==> src/rtl/ptc_pkg.sv <==
package ptc_pkg;
  typedef enum logic [1:0] {
    STEP_HOLD = 2'd0,
    STEP_UP   = 2'd1,
    STEP_DOWN = 2'd2
  } step_e;
endpackage

==> src/rtl/ptc_edge_sync.sv <==
module ptc_edge_sync #(
  parameter int unsigned STAGES = 2
) (
  input  logic clk_i,
  input  logic rst_ni,
  input  logic async_i,
  output logic rise_o
);
  logic [STAGES-1:0] sync_q;
  logic [STAGES-1:0] sync_d;
  logic              last_q;

  always_comb begin
    sync_d[0] = async_i;
  end

  for (genvar i = 1; i < STAGES; i++) begin : g_chain
    always_comb begin
      sync_d[i] = sync_q[i-1];
    end
  end

  always_ff @(posedge clk_i or negedge rst_ni) begin
    if (!rst_ni) begin
      sync_q <= '0;
      last_q <= 1'b0;
    end else begin
      sync_q <= sync_d;
      last_q <= sync_q[STAGES-1];
    end
  end

  assign rise_o = sync_q[STAGES-1] & ~last_q;
endmodule

==> src/rtl/ptc_timebase.sv <==
module ptc_timebase #(
  parameter int unsigned CNT_W = 16
) (
  input  logic             clk_i,
  input  logic             rst_ni,
  output logic [CNT_W-1:0] stamp_o
);
  logic [CNT_W-1:0] cnt_q;
  logic [CNT_W-1:0] cnt_d;

  always_comb begin
    cnt_d = cnt_q + {{(CNT_W-1){1'b0}}, 1'b1};
  end

  always_ff @(posedge clk_i or negedge rst_ni) begin
    if (!rst_ni) cnt_q <= '0;
    else         cnt_q <= cnt_d;
  end

  assign stamp_o = cnt_q;
endmodule

==> src/rtl/ptc_capture.sv <==
module ptc_capture #(
  parameter int unsigned CNT_W = 16
) (
  input  logic             clk_i,
  input  logic             rst_ni,
  input  logic             en_i,
  input  logic             rise_i,
  input  logic [CNT_W-1:0] stamp_i,
  output logic [CNT_W-1:0] period_o,
  output logic             valid_o
);
  logic [CNT_W-1:0] held_q,   held_d;
  logic [CNT_W-1:0] period_q, period_d;
  logic             primed_q, primed_d;
  logic             valid_q,  valid_d;
  logic             take;

  always_comb begin
    take     = en_i & rise_i;
    held_d   = held_q;
    period_d = period_q;
    primed_d = primed_q;
    valid_d  = 1'b0;
    if (!en_i) begin
      primed_d = 1'b0;
    end else if (take) begin
      held_d   = stamp_i;
      primed_d = 1'b1;
      if (primed_q) begin
        // modulo subtraction absorbs a counter wrap
        period_d = stamp_i - held_q;
        valid_d  = 1'b1;
      end
    end
  end

  always_ff @(posedge clk_i or negedge rst_ni) begin
    if (!rst_ni) begin
      held_q   <= '0;
      period_q <= '0;
      primed_q <= 1'b0;
      valid_q  <= 1'b0;
    end else begin
      held_q   <= held_d;
      period_q <= period_d;
      primed_q <= primed_d;
      valid_q  <= valid_d;
    end
  end

  assign period_o = period_q;
  assign valid_o  = valid_q;
endmodule

==> src/rtl/ptc_trim_step.sv <==
module ptc_trim_step
  import ptc_pkg::*;
#(
  parameter int unsigned CNT_W    = 16,
  parameter int unsigned TRIM_W   = 6,
  parameter int unsigned TRIM_RST = 32
) (
  input  logic              clk_i,
  input  logic              rst_ni,
  input  logic              valid_i,
  input  logic [CNT_W-1:0]  period_i,
  input  logic [CNT_W-1:0]  expect_i,
  input  logic [CNT_W-1:0]  tol_i,
  output logic [TRIM_W-1:0] trim_o
);
  localparam int unsigned EXT_W = CNT_W + 1;
  localparam logic [TRIM_W-1:0] TRIM_MAX = {TRIM_W{1'b1}};
  localparam logic [TRIM_W-1:0] TRIM_MIN = '0;
  localparam logic [TRIM_W-1:0] TRIM_ONE = {{(TRIM_W-1){1'b0}}, 1'b1};
  localparam logic [TRIM_W-1:0] TRIM_INI = TRIM_W'(TRIM_RST);

  logic [EXT_W-1:0]  per_x, hi_lim, lo_sum, exp_x;
  step_e             step;
  logic [TRIM_W-1:0] trim_q, trim_d;

  always_comb begin
    per_x  = {1'b0, period_i};
    exp_x  = {1'b0, expect_i};
    hi_lim = exp_x + {1'b0, tol_i};
    lo_sum = per_x + {1'b0, tol_i};
    if (per_x > hi_lim)      step = STEP_DOWN;  // long period: clock fast
    else if (lo_sum < exp_x) step = STEP_UP;    // short period: clock slow
    else                     step = STEP_HOLD;
  end

  always_comb begin
    trim_d = trim_q;
    if (valid_i) begin
      unique case (step)
        STEP_DOWN: if (trim_q != TRIM_MIN) trim_d = trim_q - TRIM_ONE;
        STEP_UP:   if (trim_q != TRIM_MAX) trim_d = trim_q + TRIM_ONE;
        default:   trim_d = trim_q;
      endcase
    end
  end

  always_ff @(posedge clk_i or negedge rst_ni) begin
    if (!rst_ni) trim_q <= TRIM_INI;
    else         trim_q <= trim_d;
  end

  assign trim_o = trim_q;
endmodule

==> src/rtl/period_trim_ctrl.sv <==
module period_trim_ctrl #(
  parameter int unsigned CNT_W       = 16,
  parameter int unsigned TRIM_W      = 6,
  parameter int unsigned TRIM_RST    = 32,
  parameter int unsigned SYNC_STAGES = 2
) (
  input  logic              clk_i,
  input  logic              rst_ni,
  input  logic              en_i,
  input  logic              evt_i,
  input  logic [CNT_W-1:0]  expect_i,
  input  logic [CNT_W-1:0]  tol_i,
  output logic [TRIM_W-1:0] trim_o,
  output logic [CNT_W-1:0]  period_o,
  output logic              valid_o
);
  logic             evt_rise;
  logic [CNT_W-1:0] stamp;

  ptc_edge_sync #(.STAGES(SYNC_STAGES)) u_sync (
    .clk_i   (clk_i),
    .rst_ni  (rst_ni),
    .async_i (evt_i),
    .rise_o  (evt_rise)
  );

  ptc_timebase #(.CNT_W(CNT_W)) u_base (
    .clk_i   (clk_i),
    .rst_ni  (rst_ni),
    .stamp_o (stamp)
  );

  ptc_capture #(.CNT_W(CNT_W)) u_cap (
    .clk_i    (clk_i),
    .rst_ni   (rst_ni),
    .en_i     (en_i),
    .rise_i   (evt_rise),
    .stamp_i  (stamp),
    .period_o (period_o),
    .valid_o  (valid_o)
  );

  ptc_trim_step #(.CNT_W(CNT_W), .TRIM_W(TRIM_W), .TRIM_RST(TRIM_RST)) u_step (
    .clk_i    (clk_i),
    .rst_ni   (rst_ni),
    .valid_i  (valid_o),
    .period_i (period_o),
    .expect_i (expect_i),
    .tol_i    (tol_i),
    .trim_o   (trim_o)
  );
endmodule

==> config.mk <==
export PLATFORM = sky130hd
export DESIGN_NAME = period_trim_ctrl
export DESIGN_NICKNAME = d
export VERILOG_FILES = /design/src/rtl/ptc_pkg.sv /design/src/rtl/ptc_edge_sync.sv /design/src/rtl/ptc_timebase.sv /design/src/rtl/ptc_capture.sv /design/src/rtl/ptc_trim_step.sv /design/src/rtl/period_trim_ctrl.sv
export SDC_FILE = /design/constraint.sdc
export NUM_CORES = 1
export LEC_CHECK = 0
export ABC_CLOCK_PERIOD_IN_PS = 4150
export BUFFER_PORTS_ARGS = -buffer_cell sky130_fd_sc_hd__buf_2
export CORE_MARGIN = 2
export CORE_UTILIZATION = 55
export CTS_CLUSTER_DIAMETER = 100
export DETAILED_ROUTE_END_ITERATION = 8
export PLACE_DENSITY = 0.74
export RECOVER_POWER = 25
export SLEW_MARGIN = 30
export SYNTH_ARGS = -nofsm -noshare
export SYNTH_HDL_FRONTEND = slang
export SYNTH_HIERARCHICAL = 1
export SYNTH_SLANG_ARGS = --single-unit
==> constraint.sdc <==
create_clock -name clk_i -period 4.15 [get_ports clk_i]
set_input_delay 0.6225 -clock clk_i [delete_from_list [all_inputs] [get_ports clk_i]]
set_output_delay 0.6225 -clock clk_i [all_outputs]
set_load 0.02 [all_outputs]
* Yosys cells after proc, flatten, opt, wreduce, memory -nomap -nowiden
Index checks and enable logic that the tools add are counted.
** Word-level totals
- Bits of input ports :: 36
- Bits in registers :: 59
- Output and inout bits :: 23
- Word-level logic and storage cells :: 40
** Cells by class
- Add/subtract/negate cells :: 6
- Eq/ne operators :: 6
- Magnitude comparators :: 2
- Reductions and logical operators :: 5
- Muxes and demuxes :: 10
- Bitwise logic cells :: 3
** Operators with widths (count)
- 16-bit by 16-bit adder with 17-bit output :: 2
- 16-bit by 17-bit > comparator with 1-bit output :: 1
- 17-bit by 16-bit < comparator with 1-bit output :: 1
- 16-bit by 1-bit adder with 16-bit output, second input constant :: 1
- 16-bit subtractor :: 1
- 6-bit 2-to-1 mux :: 2
- 6-bit one-hot mux with 2 select lines :: 1
- 6-bit by 1-bit adder with 6-bit output, second input constant :: 1
- 1-bit 2-to-1 mux :: 6
- 2-bit by 1-bit inequality test with 1-bit output, second input constant :: 3
- 6-bit inequality test, second input constant :: 1
- 6-bit nonzero test :: 1
- 6-bit by 1-bit subtractor with 6-bit output, second input constant :: 1
- 4-bit AND reduction :: 1
- 3-bit AND reduction :: 1
- 1-bit bitwise AND :: 2
- 2-bit by 1-bit equality test with 1-bit output, second input constant :: 1
- 2-bit equality test, second input constant :: 1
- 2-bit 2-to-1 mux :: 1
- 2-bit AND reduction :: 1
- 2-bit nonzero test :: 1
- 1-bit NOT :: 1

* Longest topological paths before layout
Gate-level depths: netlist (run 1).
- Depth in word-level cells :: 7
- Depth in mapped cells :: 25
- Gate-level depth less buffers :: 25

* Modules after synthesis
The synthesis (run 1) kept the hierarchy.
** By module, submodules not included
- ptc_trim_step :: instances 1, area an instance 2603.7 um2, cells each 328, seq. area each 151.4 um2
- ptc_capture :: instances 1, area an instance 2103.3 um2, cells each 216, seq. area each 850.8 um2
- ptc_timebase :: instances 1, area an instance 701.9 um2, cells each 57, seq. area each 400.4 um2
- ptc_edge_sync :: instances 1, area an instance 88.8 um2, cells each 4, seq. area each 75.1 um2

* Worst setup path after synthesis (run 1)
OpenSTA, ideal clock, no wires.
- Kind :: in2reg
- Start point :: input expect_i[0]
- End point :: register u_step.trim_q[5], in the netlist u_step/trim_o[5]
- Arrival :: 5.088 ns
- Cell stages on the path :: 24
- Required time :: 4.075 ns
- Setup time :: 0.075 ns
- Slack :: -1.012 ns
- Buffers on the path :: 0
- Path through :: ha_1 > fa_1 > a211oi_2 > o21ai_2 > a31o_2 > a21o_2 > a21o_1 > a21oi_1 > xnor2_1 > ha_1 > a21o_1 > a21oi_1 > o21ai_0 > a21oi_1 > a221oi_4 > or3_2 > ha_1 > o21ai_0 > o21bai_1 > a21oi_1 > nor3_1 > nand3_1 > mux2i_1 > xor2_1
** Between the ends
- Word-level cells in the longest chain between the ends :: 6
- Elaborated cells between the ends (all ways) :: 12
- Classes of those cells :: 1 x add/sub; 2 x order compare; 4 x eq/ne; 3 x mux; 2 x reduce/logical
** Ends and longest elaborated chain
- start: declaration :: line period_trim_ctrl.sv:11 : input logic [CNT_W-1:0] expect_i,
- 16-bit by 16-bit adder with 17-bit output or 17-bit by 16-bit < comparator with 1-bit output (tied branches) :: line ptc_trim_step.sv:29, ptc_trim_step.sv:32
- 16-bit by 17-bit > comparator with 1-bit output or 1-bit 2-to-1 mux (tied branches) :: line ptc_trim_step.sv:31, ptc_trim_step.sv:32
- 2-bit 2-to-1 mux (*) :: line ptc_trim_step.sv:31 : if (per_x > hi_lim) step = STEP_DOWN;
- 2-bit by 1-bit equality test with 1-bit output or 2-bit equality test (tied branches) :: line ptc_trim_step.sv:39 : unique case (step)
- 2-bit by 1-bit inequality test with 1-bit output (no line) or 2-bit nonzero test (tied branches)
- 4-bit AND reduction (no line)
- end signal: assignment :: line ptc_trim_step.sv:49 : else trim_q <= trim_d;
- end: declaration :: line ptc_trim_step.sv:24 : logic [TRIM_W-1:0] trim_q, trim_d;
Mark *: on every way between the ends. The rest lies on a longest branch, timed or not.
A chain may end at the register's enable or synchronous reset.

* Worst setup path after layout (run 1)
- Start point :: register u_cap.period_q[4], in the netlist u_cap/period_o[4]
- End point :: register u_step.trim_q[5], in the netlist u_step/trim_o[5]
** Between the ends
- Word-level cells in the longest chain between the ends :: 7
- Elaborated cells between the ends (all ways) :: 12
- Classes of those cells :: 1 x add/sub; 2 x order compare; 4 x eq/ne; 3 x mux; 2 x reduce/logical
** Ends and longest elaborated chain
- start: declaration :: line ptc_capture.sv:13 : logic [CNT_W-1:0] period_q, period_d;
- start signal: assignment :: line ptc_capture.sv:45 : period_q <= period_d;
- 16-bit by 16-bit adder with 17-bit output :: line ptc_trim_step.sv:30 : lo_sum = per_x + {1'b0, tol_i};
- 17-bit by 16-bit < comparator with 1-bit output :: line ptc_trim_step.sv:32 : else if (lo_sum < exp_x) step = STEP_UP;
- 1-bit 2-to-1 mux :: line ptc_trim_step.sv:32
- 2-bit 2-to-1 mux (*) :: line ptc_trim_step.sv:31
- 2-bit by 1-bit equality test with 1-bit output or 2-bit equality test (tied branches) :: line ptc_trim_step.sv:39
- 2-bit by 1-bit inequality test with 1-bit output (no line) or 2-bit nonzero test (tied branches)
- 4-bit AND reduction (no line)
Marks and branches as above.

==> reports/metrics.cfg, run 1 <==
[pwr]
sw_frac_of_total_pct=40.0
leakagePower_nw=3.62
p_clk_share_pct=15.7
total_power_mw=3.22
power.density_mw_per_mm2=451
seq_power_share_pct=23.5
combinationalPowerShare_pct=60.8
p_sw_mw=1.29
vdd_drop_max_uv=348
internal_power_mw=1.93

[place]
placed_cells=888
portBuffers=58
place_ws_ns=-1.08
dpl.hpwl_um=11500
place_congestion=0.908

[final_layout]
drive_gt1_share_pct=32.4
final_util_pct=73.5
areaGrowthSynthToFinish_pct=30.0
finalNetCount=895
fill_cells=738
final-instance-count-excl-fill=910
antenna_cells=0

[sta]
grt_setup_unrepaired=yes
clock_skew_ns=0.00984
hold_violations=0
timing.fmax_mhz=209
period_share_pct=115
tightest_slew_ns=1.31
setup_viol=5
fin_crit_ns=4.77
report.final.slew_viol_count=0
layout_setup_ws_ns=-0.624
relSlewSlack_pct=12.4

[die]
die_w_um=104
die_area_mm2=0.0108
initial_utilization_pct=56.5
num_rows=36
coreArea_mm2=0.00973
pin_count=59
die_h_um=104

[global_route]
overflow=0
antenna_found_initial=0
track_usage_pct=27.4
grt_pass1_vias=5171
grt_pass1_wl_um=24100
grt_max_degree=37

[hold_path]
hold_class=flip-flop to flip-flop

[yosys]
mappedNetlistArea_mm2=0.00550
synth_cell_types=69
syn_inst=605
async_flop_share_pct=100
syn_area_per_cell_um2=9.09
synth_fa_ha_area_share_pct=20.3
synth_nets=728
synth_edf_count=0
synth_compound_area_share_pct=21.9
synth-simple-area-share_pct=14.3
yosysWarningCount=6
ys_seq_area_share_pct=26.9
synth_top_family_by_area=compound AO/OA/AOI/OAI gates
yosys_most_used_dff=dfrtp_1
yosys_register_bits=59
synth_xor_xnor_area_share_pct=7.81
synth_mux_area_share_pct=4.32

[routing]
wl_met2_um=7060
dr.pass1.iters=5
wl_per_cell_um=16.0
via_per_inst=5.67
routed.top_layer=met4
dr_wl_met3_um=599
drt_iter0_markers=207
wirelength_um=14500
ant_nets=0
drc=0
drt-met1-wl_um=6570
via_count=5161

[cts]
ctsHoldBuffers=0
ctsRootBufferMaster=clkbuf_8
cts-buffers-inserted=9
clk_pin_slew_ns=0.07
cts_sinks=59
cts_tree=built
cts.path.max_buffers=2
clk_latency_ns=0.34
cts_max_level=3

[worst_setup_path]
worstPathRequired_ns=4.41
reg2reg_slack_ns=-0.62
worstPathMaxFanout=5
cp-start-kind=flip-flop
crit_path_end_kind=flip-flop
critPathKind=flip-flop to flip-flop
arrival_ns=5.04

[flow_run]
cap_violations=0

[run_status]
violations=negative setup slack
outcome=finished with violations

-- cell families (layout without fill, tap and decap cells) --
| group | Yosys count | after routing |
|---|---|---|
| AO/OA/AOI/OAI | 175 | 175 |
| AND/OR/NAND/NOR | 156 | 156 |
| adder cells (fa/ha/maj) | 87 | 87 |
| flip-flops | 59 | 59 |
| buffers and inverters | 58 | 230 |
| XOR/XNOR | 49 | 49 |
| multiplexers | 21 | 21 |
-- state kept, by name, indices dropped and copies added, names as in the netlist --
name,cells
u_cap/period_o,16
u_base/stamp_o,16
u_sync/last_q,1
u_cap/primed_q,1
u_sync/sync_q,2
u_cap/valid_o,1
u_step/trim_o,6
u_cap/held_q,16
-- stage by stage --
step | hold slack, ns | instance area [um2] | setup TNS, ns
2_1_floorplan | 0.327 | 5580 | -2.18
3_3_place_gp | 0.334 | 6730 | -3.88
3_5_place_dp | 0.338 | 6730 | -4.79
4_1_cts | 0.260 | 7090 | -2.03
5_1_grt | 0.377 | 7150 | -3.60
6_report | 0.355 | 7150 | -2.37
-- path summary, 6_finish.rpt --
kind                       cells after the start                      endpoint                     startpoint
min                                            0    u_sync/sync_q[1]$_DFF_PN0_     u_sync/sync_q[0]$_DFF_PN0_
max reg2reg                                   24  u_step/trim_o[5]$_DFFE_PN1P_  u_cap/period_o[4]$_DFFE_PN0P_
min in group asynchronous                      1  u_step/trim_o[1]$_DFFE_PN0P_                         rst_ni
max in group asynchronous                      2   u_cap/held_q[5]$_DFFE_PN0P_                         rst_ni
min reg2reg                                    0    u_sync/sync_q[1]$_DFF_PN0_     u_sync/sync_q[0]$_DFF_PN0_
max                                           24  u_step/trim_o[5]$_DFFE_PN1P_  u_cap/period_o[4]$_DFFE_PN0P_
-- metal layers --
layer / vias to the layer above / track usage (%)
met3: 28 / 3.07
met5: - / 0
met2: 146 / 46.4
met4: 0 / 10.2
met1: 2441 / 36.1
li1: 2546 / -
-- cells in the mapped netlist, types with 3 or more instances --
library cell / instances / area, um2
nor2b_1: 4 / 25.0
ha_1: 83 / 1040
or4_1: 3 / 22.5
o21a_1: 13 / 97.6
nand2b_1: 3 / 18.8
a221o_1: 3 / 30.0
o21ai_0: 32 / 160
nor3_1: 10 / 50.1
a21oi_1: 48 / 240
fa_1: 4 / 80.1
nand4_1: 5 / 31.3
o31ai_1: 4 / 30.0
o21bai_1: 3 / 22.5
nand2_1: 53 / 199
inv_1: 48 / 180
clkbuf_1: 4 / 15.0
a211o_1: 3 / 26.3
o211ai_1: 7 / 52.6
a211oi_1: 7 / 52.6
mux2_2: 19 / 214
nand3_1: 23 / 115
nor4_2: 4 / 50.1
xor2_1: 21 / 184
a31oi_1: 4 / 25.0
a21o_1: 22 / 165
xnor2_1: 28 / 245
nor2_1: 33 / 124
dfrtp_1: 58 / 1450
-- power by group through the flow --
stage	Sequential (mW)	Clock [mW]	Combinational (mW)
CTS	0.751	0.522	1.88
detailed placement	0.760	0	1.70
finish	0.758	0.506	1.96
global route	0.767	0.548	2.14
global placement	0.755	0	1.63
floorplan	0.828	0	0.965
-- cells in the final DEF, fill, tap and decap left out, types with 6 or more instances in the layout --
cell type	instances
nor2_1	33
mux2_2	17
nand3_1	22
buf_2	54
xor2_1	20
buf_4	102
nor4_2	6
ha_4	6
a21oi_2	10
a21oi_1	38
dfrtp_1	58
a21o_1	22
o211ai_1	7
clkbuf_8	10
a211oi_1	6
nor3_1	9
nand2_1	53
o21a_1	13
o21ai_0	27
ha_1	75
xnor2_1	28
buf_6	6
inv_1	48
-- area by class of cell --
class / count / area, um2 / area share [%]
Timing Repair Buffer: 165 / 1130 / 15.8
Multi-Input combinational cell: 488 / 4000 / 56.0
Clock buffer: 12 / 145 / 2.03
Clock inverter: 4 / 50.0 / 0.700
Tap cell: 133 / 166 / 2.33
Sequential cell: 59 / 1480 / 20.7
Inverter: 49 / 184 / 2.57
-- what timing repair did --
item                                    in CTS  in global routing
cloned                                       0                  0
endpoints found under the setup margin       6                  6
resized for setup                           28                 15
pin swaps                                   30                 12
setup buffers                                6                  1
-- critical path, cell delays in order, from the launching register on --
cell and delay (ns):
dfrtp_1 0.44, ha_4 0.24, or4_1 0.49, o211ai_1 0.12
a21oi_2 0.07, o41ai_2 0.22, buf_4 0.17, o21ai_1 0.08
a21oi_2 0.14, xnor2_1 0.15, ha_1 0.29, nand3_2 0.10
or3_1 0.15, nor3_1 0.06, a21oi_1 0.23, nand2_1 0.10
or3_4 0.45, ha_4 0.30, a211oi_2 0.05, o21bai_1 0.17
a21oi_2 0.10, nor3_2 0.10, nand3_1 0.08, mux2i_1 0.21
xor2_1 0.19
(Power assumes the default switching activity.)
==> run 2: changes to the inputs <==
--- a/config.mk
+++ b/config.mk
@@ -7,6 +7,7 @@
 export LEC_CHECK = 0
 export ABC_CLOCK_PERIOD_IN_PS = 4150
 export BUFFER_PORTS_ARGS = -buffer_cell sky130_fd_sc_hd__buf_2
+export CORE_ASPECT_RATIO = 2
 export CORE_MARGIN = 2
 export CORE_UTILIZATION = 55
 export CTS_CLUSTER_DIAMETER = 100
==> run 2 against run 1 <==
  * The flow finishes with violations (max-capacitance violations, max-slew violations, negative setup slack)
  * Count of clock-buffer cells in the layout shrank 1
  * Setup slack got worse by 0.16 ns
  * Global-route usage is 1.8 points higher
  * Wire length increased by 8.1%
  * Clock skew fell by 0.0018 ns
  * Hold slack got worse by 0.087 ns
  * Final cell count increased by 0.55%
  * Largest power group unchanged
  * Sequential power down 1%
  * First-iteration DRC count is 19% higher
  * Register-to-register slack got worse by 0.05 ns
  * Via count is 4.7% higher
  * Critical path depth fell by 1
  * Largest cell class unchanged
==> reports/metrics.cfg, run 2 (synthesis gave the netlist of run 1 again) <==
[final_layout]
final_cell_area_mm2=0.00735  ; +2.8%
final_common_cell=buf_4
final_cell_mix=buf_4, ha_1, dfrtp_1, buf_2, nand2_1
areaGrowthSynthToFinish_pct=33.6
finalNetCount=901  ; +0.67%
antenna_cells=0  ; unchanged
final_util_pct=75.3  ; +1.8 points
final-instance-count-excl-fill=915  ; +0.55%
drive_gt1_share_pct=33.5  ; +1.0 points

[routing]
drc=0  ; unchanged
wirelength_um=15700  ; +8.1%
dr.pass1.iters=5  ; unchanged
via_count=5405  ; +4.7%
wl_per_cell_um=17.2  ; +7.5%
ant_nets=0  ; unchanged
via_per_inst=5.91  ; +4.2%
drt_iter0_markers=247  ; +19%

[cts]
cts.path.max_buffers=2  ; unchanged
cts-buffers-inserted=9  ; unchanged
cts_max_level=3  ; unchanged
cts_tree=built
ctsRootBufferMaster=clkbuf_16
cts_sinks=59  ; unchanged
clk_pin_slew_ns=0.05  ; -0.02 ns
clk_latency_ns=0.33  ; about the same

[place]
place_congestion=0.913  ; +0.53%
dpl_cell_area_mm2=0.00674  ; about the same
place_ws_ns=-1.50  ; -0.424 ns
dpl.hpwl_um=12400  ; +7.7%
placed_cells=888  ; unchanged
portBuffers=58  ; unchanged

[worst_setup_path]
slowest_delay_ns=0.46  ; -0.03 ns
crit_chain=buf_6 -> ha_4 -> fa_2 -> a211oi_4 -> o21ai_2 -> a31o_2 -> a21o_4 -> a21o_1 -> a21oi_2 -> xnor2_1 -> ha_1 -> nand3_2 -> nor4_4 -> nand2_1 -> o211ai_1 -> a221oi_4 -> or3_4 -> buf_6 -> fa_2 -> a21o_1 -> a21oi_2 -> xnor2_1 -> mux2_4
worstPathRequired_ns=4.36  ; -0.05 ns
reg2reg_slack_ns=-0.67  ; -0.05 ns
arrival_ns=5.14  ; +0.10 ns
critPathKind=input port to flip-flop
cp-start-kind=input port
worstPathMaxFanout=5  ; unchanged
cpMaxStageDelayCell=or3_4
crit_path_end_kind=flip-flop

[sta]
fin_crit_ns=4.93  ; +0.156 ns
timing.fmax_mhz=203  ; -3.2%
setup_viol=6  ; +1
tightest_slew_ns=2.52  ; +1.21 ns
hold_violations=0  ; unchanged
period_share_pct=119  ; +3.8 points
tns_ns=-3.25  ; -0.887 ns
grt_setup_unrepaired=yes
clock_skew_ns=0.00809  ; -0.00175 ns
relSlewSlack_pct=-68.2  ; -81 points
report.final.slew_viol_count=50  ; +50
layout_setup_ws_ns=-0.780  ; -0.156 ns

[hold_path]
hold_class=input port to asynchronous set/reset pin

[global_route]
grt_pass1_wl_um=24600  ; +1.9%
grt_pass1_vias=5554  ; +7.4%
grt_max_degree=50  ; +35%
overflow=0  ; unchanged
antenna_found_initial=0  ; unchanged
track_usage_pct=29.2  ; +1.8 points

[die]
pin_count=59  ; unchanged
die_h_um=145  ; +40%
num_rows=51  ; +42%
die_w_um=74.7  ; -28%
initial_utilization_pct=56.3  ; -0.20 points
die_area_mm2=0.0109  ; +0.44%
coreArea_mm2=0.00976  ; +0.35%

[pwr]
leakagePower_nw=3.70  ; +2.2%
power.density_mw_per_mm2=467  ; +3.6%
vdd_drop_max_uv=354  ; +1.7%

[flow_run]
cap_violations=1  ; +1

[run_status]
violations=max-capacitance violations, max-slew violations, negative setup slack
outcome=finished with violations

[run 2: path summary, 6_finish.rpt]
path	start	to	cells after the start
max	tol_i[0]	u_step/trim_o[4]$_DFFE_PN0P_	23
min	rst_ni	u_step/trim_o[0]$_DFFE_PN0P_	1
max reg2reg	u_cap/period_o[4]$_DFFE_PN0P_	u_step/trim_o[4]$_DFFE_PN0P_	20
min reg2reg	u_sync/sync_q[0]$_DFF_PN0_	u_sync/sync_q[1]$_DFF_PN0_	0
max in group asynchronous	rst_ni	u_cap/period_o[3]$_DFFE_PN0P_	2
min in group clk_i	u_sync/sync_q[0]$_DFF_PN0_	u_sync/sync_q[1]$_DFF_PN0_	0
[run 2: repair_timing]
item / 4_1_cts / 5_1_grt
endpoints found under the setup margin: 6 / 6
endpoints found under the hold margin: 0 / 0
pin swaps: 33 / 28
buffers inserted: 7 / 6
hold buffers: 0 / 0
gates resized for setup: 30 / 26
[run 2: power breakdown]
group	internal (mW)	total, mW	switching (mW)
Clock	0.399	0.642	0.243
Sequential	0.655	0.750	0.0947
Combinational	0.997	2.04	1.04
Total	2.05	3.43	1.38
[run 2: final cells by class]
class	instances	area (um2)
clock inverter	5	30.0
tap	132	165
multi-input combinational	488	4090
fill	692	2420
inverter	49	184
clock buffer	11	233
timing repair buffer	171	1170
sequential	59	1480
[run 2: through the flow]
stage	power [mW]	hold WS, ns
global placement	2.38	0.332
detailed placement	2.46	0.337
floorplan	1.79	0.327
global route	3.64	0.313
finish	3.43	0.269
CTS	3.27	0.148
[run 2: worst max-delay path: cells and delay by family]
kind	cells	cell delay, ns
buffers and inverters	2	0.25
XOR/XNOR	2	0.16
AO/OA/AOI/OAI	10	1.67
adder cells (fa/ha/maj)	4	1.19
multiplexers	1	0.25
AND/OR/NAND/NOR	4	1.00
[run 2: metal layers]
| metal | GRT usage, % | vias up | part of all wire, % |
|---|---|---|---|
| met5 | 0 | - | 0 |
| met4 | 18.3 | 0 | 5.9 |
| met3 | 3.12 | 60 | 3.1 |
| met2 | 56.4 | 173 | 57 |
| met1 | 26.6 | 2620 | 34 |
| li1 | - | 2552 | - |
